==> src/rtl/mem_early_decode_pkg.sv <==
package mem_early_decode_pkg;
  localparam int BE_W = 4;

  typedef struct packed {
    logic            sel;
    logic            wr;
    logic [BE_W-1:0] be;
  } cycle_info_t;

  function automatic logic [5:0] clamp_size(input logic [5:0] req, input logic [5:0] floor_v);
    return (req < floor_v) ? floor_v : req;
  endfunction
endpackage

==> src/rtl/addr_restore.sv <==
module addr_restore #(
  parameter int ADDR_W  = 32,
  parameter int INV_LSB = 24
) (
  input  logic [ADDR_W-1:2] raw_addr,
  input  logic [3:0]        be_n,
  output logic [ADDR_W-1:2] log_addr,
  output logic [3:0]        be,
  output logic              any_be
);
  for (genvar i = 2; i < ADDR_W; i++) begin : g_bit
    if (i >= INV_LSB) begin : g_inv
      assign log_addr[i] = ~raw_addr[i];
    end else begin : g_true
      assign log_addr[i] = raw_addr[i];
    end
  end

  assign be     = ~be_n;
  assign any_be = |be;
endmodule

==> src/rtl/window_match.sv <==
module window_match #(
  parameter int ADDR_W       = 32,
  parameter int SZ_W         = 6,
  parameter int MIN_WIN_LOG2 = 12
) (
  input  logic [ADDR_W-1:2] addr,
  input  logic [ADDR_W-1:2] base,
  input  logic [SZ_W-1:0]   size_log2,
  output logic              match
);
  localparam logic [SZ_W-1:0] FLOOR = SZ_W'(MIN_WIN_LOG2);

  logic [SZ_W-1:0]   eff_size;
  logic [ADDR_W-1:2] diff;

  assign eff_size = (size_log2 < FLOOR) ? FLOOR : size_log2;

  for (genvar i = 2; i < ADDR_W; i++) begin : g_cmp
    assign diff[i] = (SZ_W'(i) >= eff_size) & (addr[i] ^ base[i]);
  end

  assign match = ~|diff;
endmodule

==> src/rtl/row_tracker.sv <==
module row_tracker #(
  parameter int ROW_W = 11
) (
  input  logic             clk,
  input  logic             rst,
  input  logic             strobe,
  input  logic             acc_sel,
  input  logic             acc_skip,
  input  logic [ROW_W-1:0] row_in,
  output logic             hit_q
);
  logic [ROW_W-1:0] row_q;
  logic             valid_q;

  always_ff @(posedge clk) begin
    if (rst) begin
      row_q   <= '0;
      valid_q <= 1'b0;
      hit_q   <= 1'b0;
    end else if (strobe) begin
      hit_q <= acc_sel & valid_q & (row_in == row_q);
      if (acc_sel) begin
        row_q   <= row_in;
        valid_q <= 1'b1;
      end else if (!acc_skip) begin
        valid_q <= 1'b0;
      end
    end
  end

  a_r6_hit_needs_valid: assert property (@(posedge clk) disable iff (rst)
    (strobe && acc_sel && !valid_q) |=> !hit_q);

  a_r5_skip_keeps_row: assert property (@(posedge clk) disable iff (rst)
    (strobe && acc_skip && !acc_sel) |=> ($stable(row_q) && $stable(valid_q)));
endmodule

==> src/rtl/burst_resp.sv <==
module burst_resp (
  input  logic clk,
  input  logic rst,
  input  logic strobe,
  input  logic sel_now,
  input  logic burst_en,
  input  logic mburst,
  output logic sburst_n,
  output logic agreed
);
  always_ff @(posedge clk) begin
    if (rst) begin
      sburst_n <= 1'b1;
      agreed   <= 1'b0;
    end else if (strobe) begin
      sburst_n <= ~(sel_now & burst_en);
      agreed   <= 1'b0;
    end else if (!sburst_n && mburst) begin
      agreed <= 1'b1;
    end
  end

  a_r9_agree_needs_slave: assert property (@(posedge clk) disable iff (rst)
    agreed |-> !sburst_n);

  a_r9_clear_on_strobe: assert property (@(posedge clk) disable iff (rst)
    strobe |=> !agreed);
endmodule

==> src/rtl/mem_early_decode.sv <==
module mem_early_decode
  import mem_early_decode_pkg::*;
#(
  parameter int ADDR_W       = 32,
  parameter int INV_LSB      = 24,
  parameter int SZ_W         = 6,
  parameter int MIN_WIN_LOG2 = 12,
  parameter int ROW_LSB      = 11,
  parameter int ROW_W        = 11
) (
  input  logic              clk,
  input  logic              rst,
  input  logic              cycle_start,
  input  logic [ADDR_W-1:2] bus_addr,
  input  logic [3:0]        bus_be_n,
  input  logic              bus_mio,
  input  logic              bus_wr,
  input  logic              bus_mburst_n,
  input  logic [ADDR_W-1:2] cfg_base,
  input  logic [SZ_W-1:0]   cfg_size_log2,
  input  logic              cfg_burst_en,
  output logic              sel_q,
  output logic              row_hit_q,
  output logic              wr_q,
  output logic [3:0]        be_q,
  output logic              sburst_n,
  output logic              burst_ok
);
  localparam int ROW_MSB = ROW_LSB + ROW_W - 1;

  logic [ADDR_W-1:2] log_addr;
  logic [3:0]        be_act;
  logic              any_be;
  logic              win_hit;
  cycle_info_t       now_info;
  cycle_info_t       cyc_q;

  addr_restore #(.ADDR_W(ADDR_W), .INV_LSB(INV_LSB)) u_restore (
    .raw_addr (bus_addr),
    .be_n     (bus_be_n),
    .log_addr (log_addr),
    .be       (be_act),
    .any_be   (any_be)
  );

  window_match #(.ADDR_W(ADDR_W), .SZ_W(SZ_W), .MIN_WIN_LOG2(MIN_WIN_LOG2)) u_match (
    .addr      (log_addr),
    .base      (cfg_base),
    .size_log2 (cfg_size_log2),
    .match     (win_hit)
  );

  always_comb begin
    now_info.sel = bus_mio & any_be & win_hit;
    now_info.wr  = now_info.sel & bus_wr;
    now_info.be  = now_info.sel ? be_act : '0;
  end

  always_ff @(posedge clk) begin
    if (rst) begin
      cyc_q <= '0;
    end else if (cycle_start) begin
      cyc_q <= now_info;
    end
  end

  assign sel_q = cyc_q.sel;
  assign wr_q  = cyc_q.wr;
  assign be_q  = cyc_q.be;

  row_tracker #(.ROW_W(ROW_W)) u_row (
    .clk      (clk),
    .rst      (rst),
    .strobe   (cycle_start),
    .acc_sel  (now_info.sel),
    .acc_skip (~any_be),
    .row_in   (log_addr[ROW_MSB:ROW_LSB]),
    .hit_q    (row_hit_q)
  );

  burst_resp u_burst (
    .clk      (clk),
    .rst      (rst),
    .strobe   (cycle_start),
    .sel_now  (now_info.sel),
    .burst_en (cfg_burst_en),
    .mburst   (~bus_mburst_n),
    .sburst_n (sburst_n),
    .agreed   (burst_ok)
  );

  a_r4_io_never_selects: assert property (@(posedge clk) disable iff (rst)
    (cycle_start && !bus_mio) |=> !sel_q);

  a_r5_no_bytes_no_select: assert property (@(posedge clk) disable iff (rst)
    (cycle_start && (bus_be_n == 4'hF)) |=> !sel_q);

  a_r6_hit_implies_sel: assert property (@(posedge clk) disable iff (rst)
    row_hit_q |-> sel_q);

  a_r8_sburst_implies_sel: assert property (@(posedge clk) disable iff (rst)
    !sburst_n |-> sel_q);

  a_r11_hold_sel: assert property (@(posedge clk) disable iff (rst)
    !cycle_start |=> ($stable(sel_q) && $stable(row_hit_q) && $stable(be_q)));
endmodule

==> config.mk <==
export PLATFORM = sky130hd
export DESIGN_NAME = mem_early_decode
export DESIGN_NICKNAME = d
export VERILOG_FILES = /design/src/rtl/mem_early_decode_pkg.sv /design/src/rtl/addr_restore.sv /design/src/rtl/window_match.sv /design/src/rtl/row_tracker.sv /design/src/rtl/burst_resp.sv /design/src/rtl/mem_early_decode.sv
export SDC_FILE = /design/constraint.sdc
export NUM_CORES = 1
export LEC_CHECK = 0
export BUFFER_PORTS_ARGS = -buffer_cell sky130_fd_sc_hd__buf_2
export CAP_MARGIN = 20
export CORE_UTILIZATION = 40
export CTS_CLUSTER_SIZE = 12
export DETAILED_ROUTE_END_ITERATION = 10
export PLACE_DENSITY = 0.75
export SKIP_LAST_GASP = 1
export SYNTH_ARGS = -nofsm -noshare
export SYNTH_HDL_FRONTEND = slang
export SYNTH_SLANG_ARGS = --single-unit
==> constraint.sdc <==
create_clock -name clk -period 1.89 [get_ports clk]
set_input_delay 0.0945 -clock clk [delete_from_list [all_inputs] [get_ports clk]]
set_output_delay 0.0945 -clock clk [all_outputs]
set_load 0.02 [all_outputs]
# Word level (Yosys, flattened, before mapping)
# Cells that the tools add are included.
[totals]
regBits = 21
output_inout_bits = 9
[classes]
n_reduce_logical = 9
bitwise_logic = 77
magnitude_cmp = 31
n_mux = 4
eq_ne = 1
[ops]
columns = ["operator", "n"]
rows = [
  ["$ge 5x6->1 const A", 16],
  ["$ge 4x6->1 const A", 8],
  ["$and 1x1->1", 36],
  ["$reduce_or 30->1", 1],
  ["$xor 1x1->1", 30],
  ["$ge 3x6->1 const A", 4],
  ["$ge 2x6->1 const A", 2],
  ["$eq 11x11->1", 1],
  ["$not 1->1", 10],
  ["$lt 6x4->1 const B", 1],
  ["$mux 6", 1],
  ["$mux 4", 1],
  ["$not 4->4", 1],
  ["$reduce_and 2->1", 2],
  ["$reduce_or 4->1", 1],
  ["$logic_not 1->1", 2],
  ["$mux 1", 2],
  ["$reduce_bool 2->1", 1],
  ["$reduce_or 2->1", 1],
  ["$logic_and 1x1->1", 1],
]

# Logic depth before layout (Yosys ltp)
[depth]
word_depth = 9
ltp_mapped = 8

# Cells and area by module
# A second synthesis with hierarchy kept.
[unflattened]
cells_unflattened = 207
hier_area_um2 = 1579.0
[modules_own_cells]
columns = ["mod", "seq_area_each_um2", "area_each_um2", "cells_each", "instances"]
rows = [
  ["row_tracker", 260.2, 578.1, 72, 1],
  ["window_match", 0.0, 452.9, 64, 1],
  ["mem_early_decode", 120.1, 256.5, 28, 1],
  ["addr_restore", 0.0, 216.5, 35, 1],
  ["burst_resp", 40.0, 75.1, 8, 1],
]

# Least setup slack after synthesis
# OpenSTA, ideal clock, no wires.
[synth_path]
path_type = "in2reg"
startpoint = "in cfg_size_log2[3]"
endpoint = "reg u_burst.sburst_n"
setup_time_ns = 0.122
setup_slack_ns = 0.252
t_required_ns = 1.768
stages = 7
arrival_time_ns = 1.516
path_cell_list = "buf_2 -> a31oi_1 -> a2111oi_2 -> o2111ai_1 -> o32a_1 -> buf_6 -> o32a_1"
[synth_via]
elab_chain_len = 9
[synth_lines]
columns = ["element", "line_no", "source"]
rows = [
  ["start, declared", "mem_early_decode.sv:20", "input logic [SZ_W-1:0] cfg_size_log2,"],
  ["$lt 6x4->1", "window_match.sv:16", "assign eff_size = (size_log2 < FLOOR) ? FLOOR : size_log2;"],
  ["$mux 6 (*)", "window_match.sv:16", ""],
  ["$ge 2x6->1, or another cell as far along", "window_match.sv:19", "assign diff[i] = (SZ_W'(i) >= eff_size) & (addr[i] ^ base[i]);"],
  ["$and 1x1->1", "window_match.sv:19", ""],
  ["$reduce_or 30->1 (*)", "window_match.sv:22", "assign match = ~|diff;"],
  ["$logic_not 1->1 (*)", "window_match.sv:22", ""],
  ["$and 1x1->1 (*)", "mem_early_decode.sv:54", "now_info.sel = bus_mio & any_be & win_hit;"],
  ["$and 1x1->1 (*)", "burst_resp.sv:16", "sburst_n <= ~(sel_now & burst_en);"],
  ["$not 1->1 (*)", "burst_resp.sv:16", ""],
  ["end signal, assigned", "burst_resp.sv:16", ""],
  ["end, declared", "burst_resp.sv:8", "output logic sburst_n,"],
]
# Mark *: on every way between the ends. The rest lies on a longest branch, timed or not.
# A chain may end at the register's enable or synchronous reset.

# Worst setup path in the final report
# Ends and elaborated chain as after synthesis.

==> reports/metrics.cfg <==
[run_status]
status = completed

[critical_path]
crit_path_top_delay_cell = o32a_1
end_kind = flop
r2r_cells = 4
r2r_start = u_row.row_q[7]$_SDFFE_PP0P_
worstPathMaxFanout = 20
start_kind = input pin
reg2reg_slack_ns = 0.59
worstSetupEndpoint = u_burst.sburst_n$_SDFFE_PP1P_
cpLargestDelayFamily = compound AO/OA/AOI/OAI gates
critical_path.most_common_cell = o32a_1
path_depth = 7
max_stage_delay_ns = 0.40
cp_cell_sequence = buf_2, o211ai_1, a221oi_1, o2111ai_1, o32a_1, buf_12, o32a_1
crit_start = cfg_size_log2[3]
worstSetupPathType = in -> reg
r2r-end = u_row.hit_q$_SDFFE_PP0P_
critPathArrivalTime_ns = 1.66
critPathRequiredTime_ns = 2.10
path_buf_inv = 2

[timing]
fin_crit_sh_pct = 77.0
finalHoldViolCount = 0
setup_viol = 0
tns_ns = 0
skew_ns = 0.00773
rsz0062_at_grt = no
slew_viol_final = 0
period_minus_slack_ns = 1.45
worst-slew-pin-transition_ns = 0.468
slew_headroom_pct = 68.8
max_clock_freq_mhz = 688

[power_and_ir_drop]
power.static_leakage_nw = 0.839
power_density_mw_per_mm2 = 510
ir_drop_mv = 0.345

[clocking]
cts_resized = 0
cts_buffers = 3
cts_max_level = 1
cts.clk_slew.worst_paths_ns = 0.11
clock_path_buffers = 2
root_buffer = clkbuf_4
clock_latency_ns = 0.31
tritoncts = built
cts_sinks = 21

[finish]
seqCellArea_um2 = 420
antennaDiodeCount = 0
final_cell_mix = buf_2, nand2b_1, dfxtp_1, xnor2_1, nand2_1
multi_input_area_um2 = 938
fin_cells = 277
drive_gt1_share_pct = 34.6
synthToLayoutAreaGrowth_pct = 31.0
final_nets = 309
fillCellCount = 335
final_common_cell = buf_2

[synth]
synthArstFlopShare_pct = 0
synth_edf_count = 0
ys.flop_type = dfxtp_1
synth-seq-cells = 21
yosysWarnings = 0
ys_types = 35
syn_area_mm2 = 0.00143
avgSynthCellArea_um2 = 8.80
syn_inst = 162
yosysSeqAreaShare_pct = 29.5
synthesis.nets = 239

[routing]
drt_pass1_iterations = 4
drc = 0
wl_per_cell_um = 11.5
ant_nets = 0
wl_um = 3190
drtIter0Drc = 70
routed_via_density = 5.01
via_count = 1388

[floorplan]
die_area_mm2 = 0.00381
dieWidth_um = 61.7
ios = 86
fp.coreArea_mm2 = 0.00336
initial_core_util_pct = 42.4
num_rows = 21
die_h_um = 61.7

[grt]
antenna_found_initial = 0
grt_use_total_pct = 17.7
grt_overflow_total = 0
grt_max_degree = 34
grt_pass1_wl_um = 4960
grt_pass1_vias = 1189

[min_path]
min_path_type = in -> reg

[place]
dp.cells = 269
dp_hpwl_um = 2460
gp_congestion = 0.732
portBuffers = 66

[run]
max_cap_viol_count = 0

## registers in the layout (all words and copies together), names as in the netlist
register and flops:
sel_q 1, u_burst.agreed 1, u_row.row_q 11, be_q 4
u_row.hit_q 1, u_burst.sburst_n 1, wr_q 1, u_row.valid_q 1
## metal layers
metal  wire [um]  vias up  global-route usage (%)  part of all wire, %
met5           0        -                       0                    0
met4          36        0                    5.40                  1.1
met3         205        5                    4.55                  6.4
met2        1500       49                    29.0                   47
met1        1450      625                    22.8                   46
li1            -      709                       -                    -
## cell usage after synthesis, types with 2 or more instances
master / n / area (um^2)
a31oi_1: 2 / 12.5
clkbuf_1: 3 / 11.3
buf_2: 3 / 15.0
a21oi_1: 8 / 40.0
o21ai_0: 2 / 10.0
xor2_1: 11 / 96.3
o211ai_1: 3 / 22.5
xnor2_1: 20 / 175
buf_6: 2 / 22.5
nand4_1: 6 / 37.5
nand3_1: 3 / 15.0
o21ai_1: 3 / 15.0
nor2_1: 4 / 15.0
mux2i_1: 11 / 110
nand2_1: 12 / 45.0
nand2b_1: 25 / 156
o31ai_2: 4 / 50.1
dfxtp_1: 21 / 420
o32a_1: 2 / 20.0
buf_4: 2 / 15.0
## area by class of cell
cell class / count / share of cell area, %
clock buffers: 3 / 1.21
clock inverters: 1 / 0.268
inverters: 1 / 0.201
multi-input cells: 130 / 50.2
flip-flops and latches: 21 / 22.5
well taps: 46 / 3.08
repair buffers: 75 / 22.5
## kinds of logic after synthesis
family,synth area share (%)
DFF,29.5
adders and majority gates,0.702
muxes,7.72
and+or+nand+nor,20.8
xor gates and xnor gates,19.0
AOI/OAI and AO/OA,17.5
buffers and inverters,4.74
## what timing repair did
action	4_1_cts	5_1_grt
endpoints found under the setup margin	0	0
buffers inserted	0	0
endpoints found under the hold margin	4	0
hold buffers	4	0
## worst min path at each step
stage          slack (ns)   startpoint              endpoint  cells after the start
2_1_floorplan        0.19  bus_be_n[0]  be_q[0]$_SDFFE_PP0P_                      1
3_3_place_gp         0.31  bus_be_n[0]  be_q[0]$_SDFFE_PP0P_                      2
3_5_place_dp         0.31  bus_be_n[1]  be_q[1]$_SDFFE_PP0P_                      2
4_1_cts              0.03       bus_wr     wr_q$_SDFFE_PP0P_                      3
5_1_grt              0.02       bus_wr     wr_q$_SDFFE_PP0P_                      3
6_report             0.03       bus_wr     wr_q$_SDFFE_PP0P_                      3
## through the flow
step           total power [mW]  setup slack [ns]  util (%)  instance area (um^2)  hold slack [ns]
2_1_floorplan             0.625             0.252         -                  1430            0.192
3_3_place_gp              0.731             0.106      53.5                  1800            0.310
3_5_place_dp              0.734             0.102      53.5                  1800            0.311
4_1_cts                   0.959             0.434      55.5                  1870           0.0300
5_1_grt                    1.00             0.337      55.5                  1870           0.0230
6_report                  0.953             0.436      55.5                  1870           0.0301
## power by group
group	switching, mW	total, mW	internal [mW]
sequential	0.00785	0.463	0.456
combinational	0.129	0.267	0.137
clock	0.144	0.223	0.0792
total	0.281	0.953	0.672
## tightest hold or removal path: stages
cell	delay, ns
buf_2	0.10
nand2b_1	0.06
o21ai_1	0.05
Power figures use the tool's default switching activity.
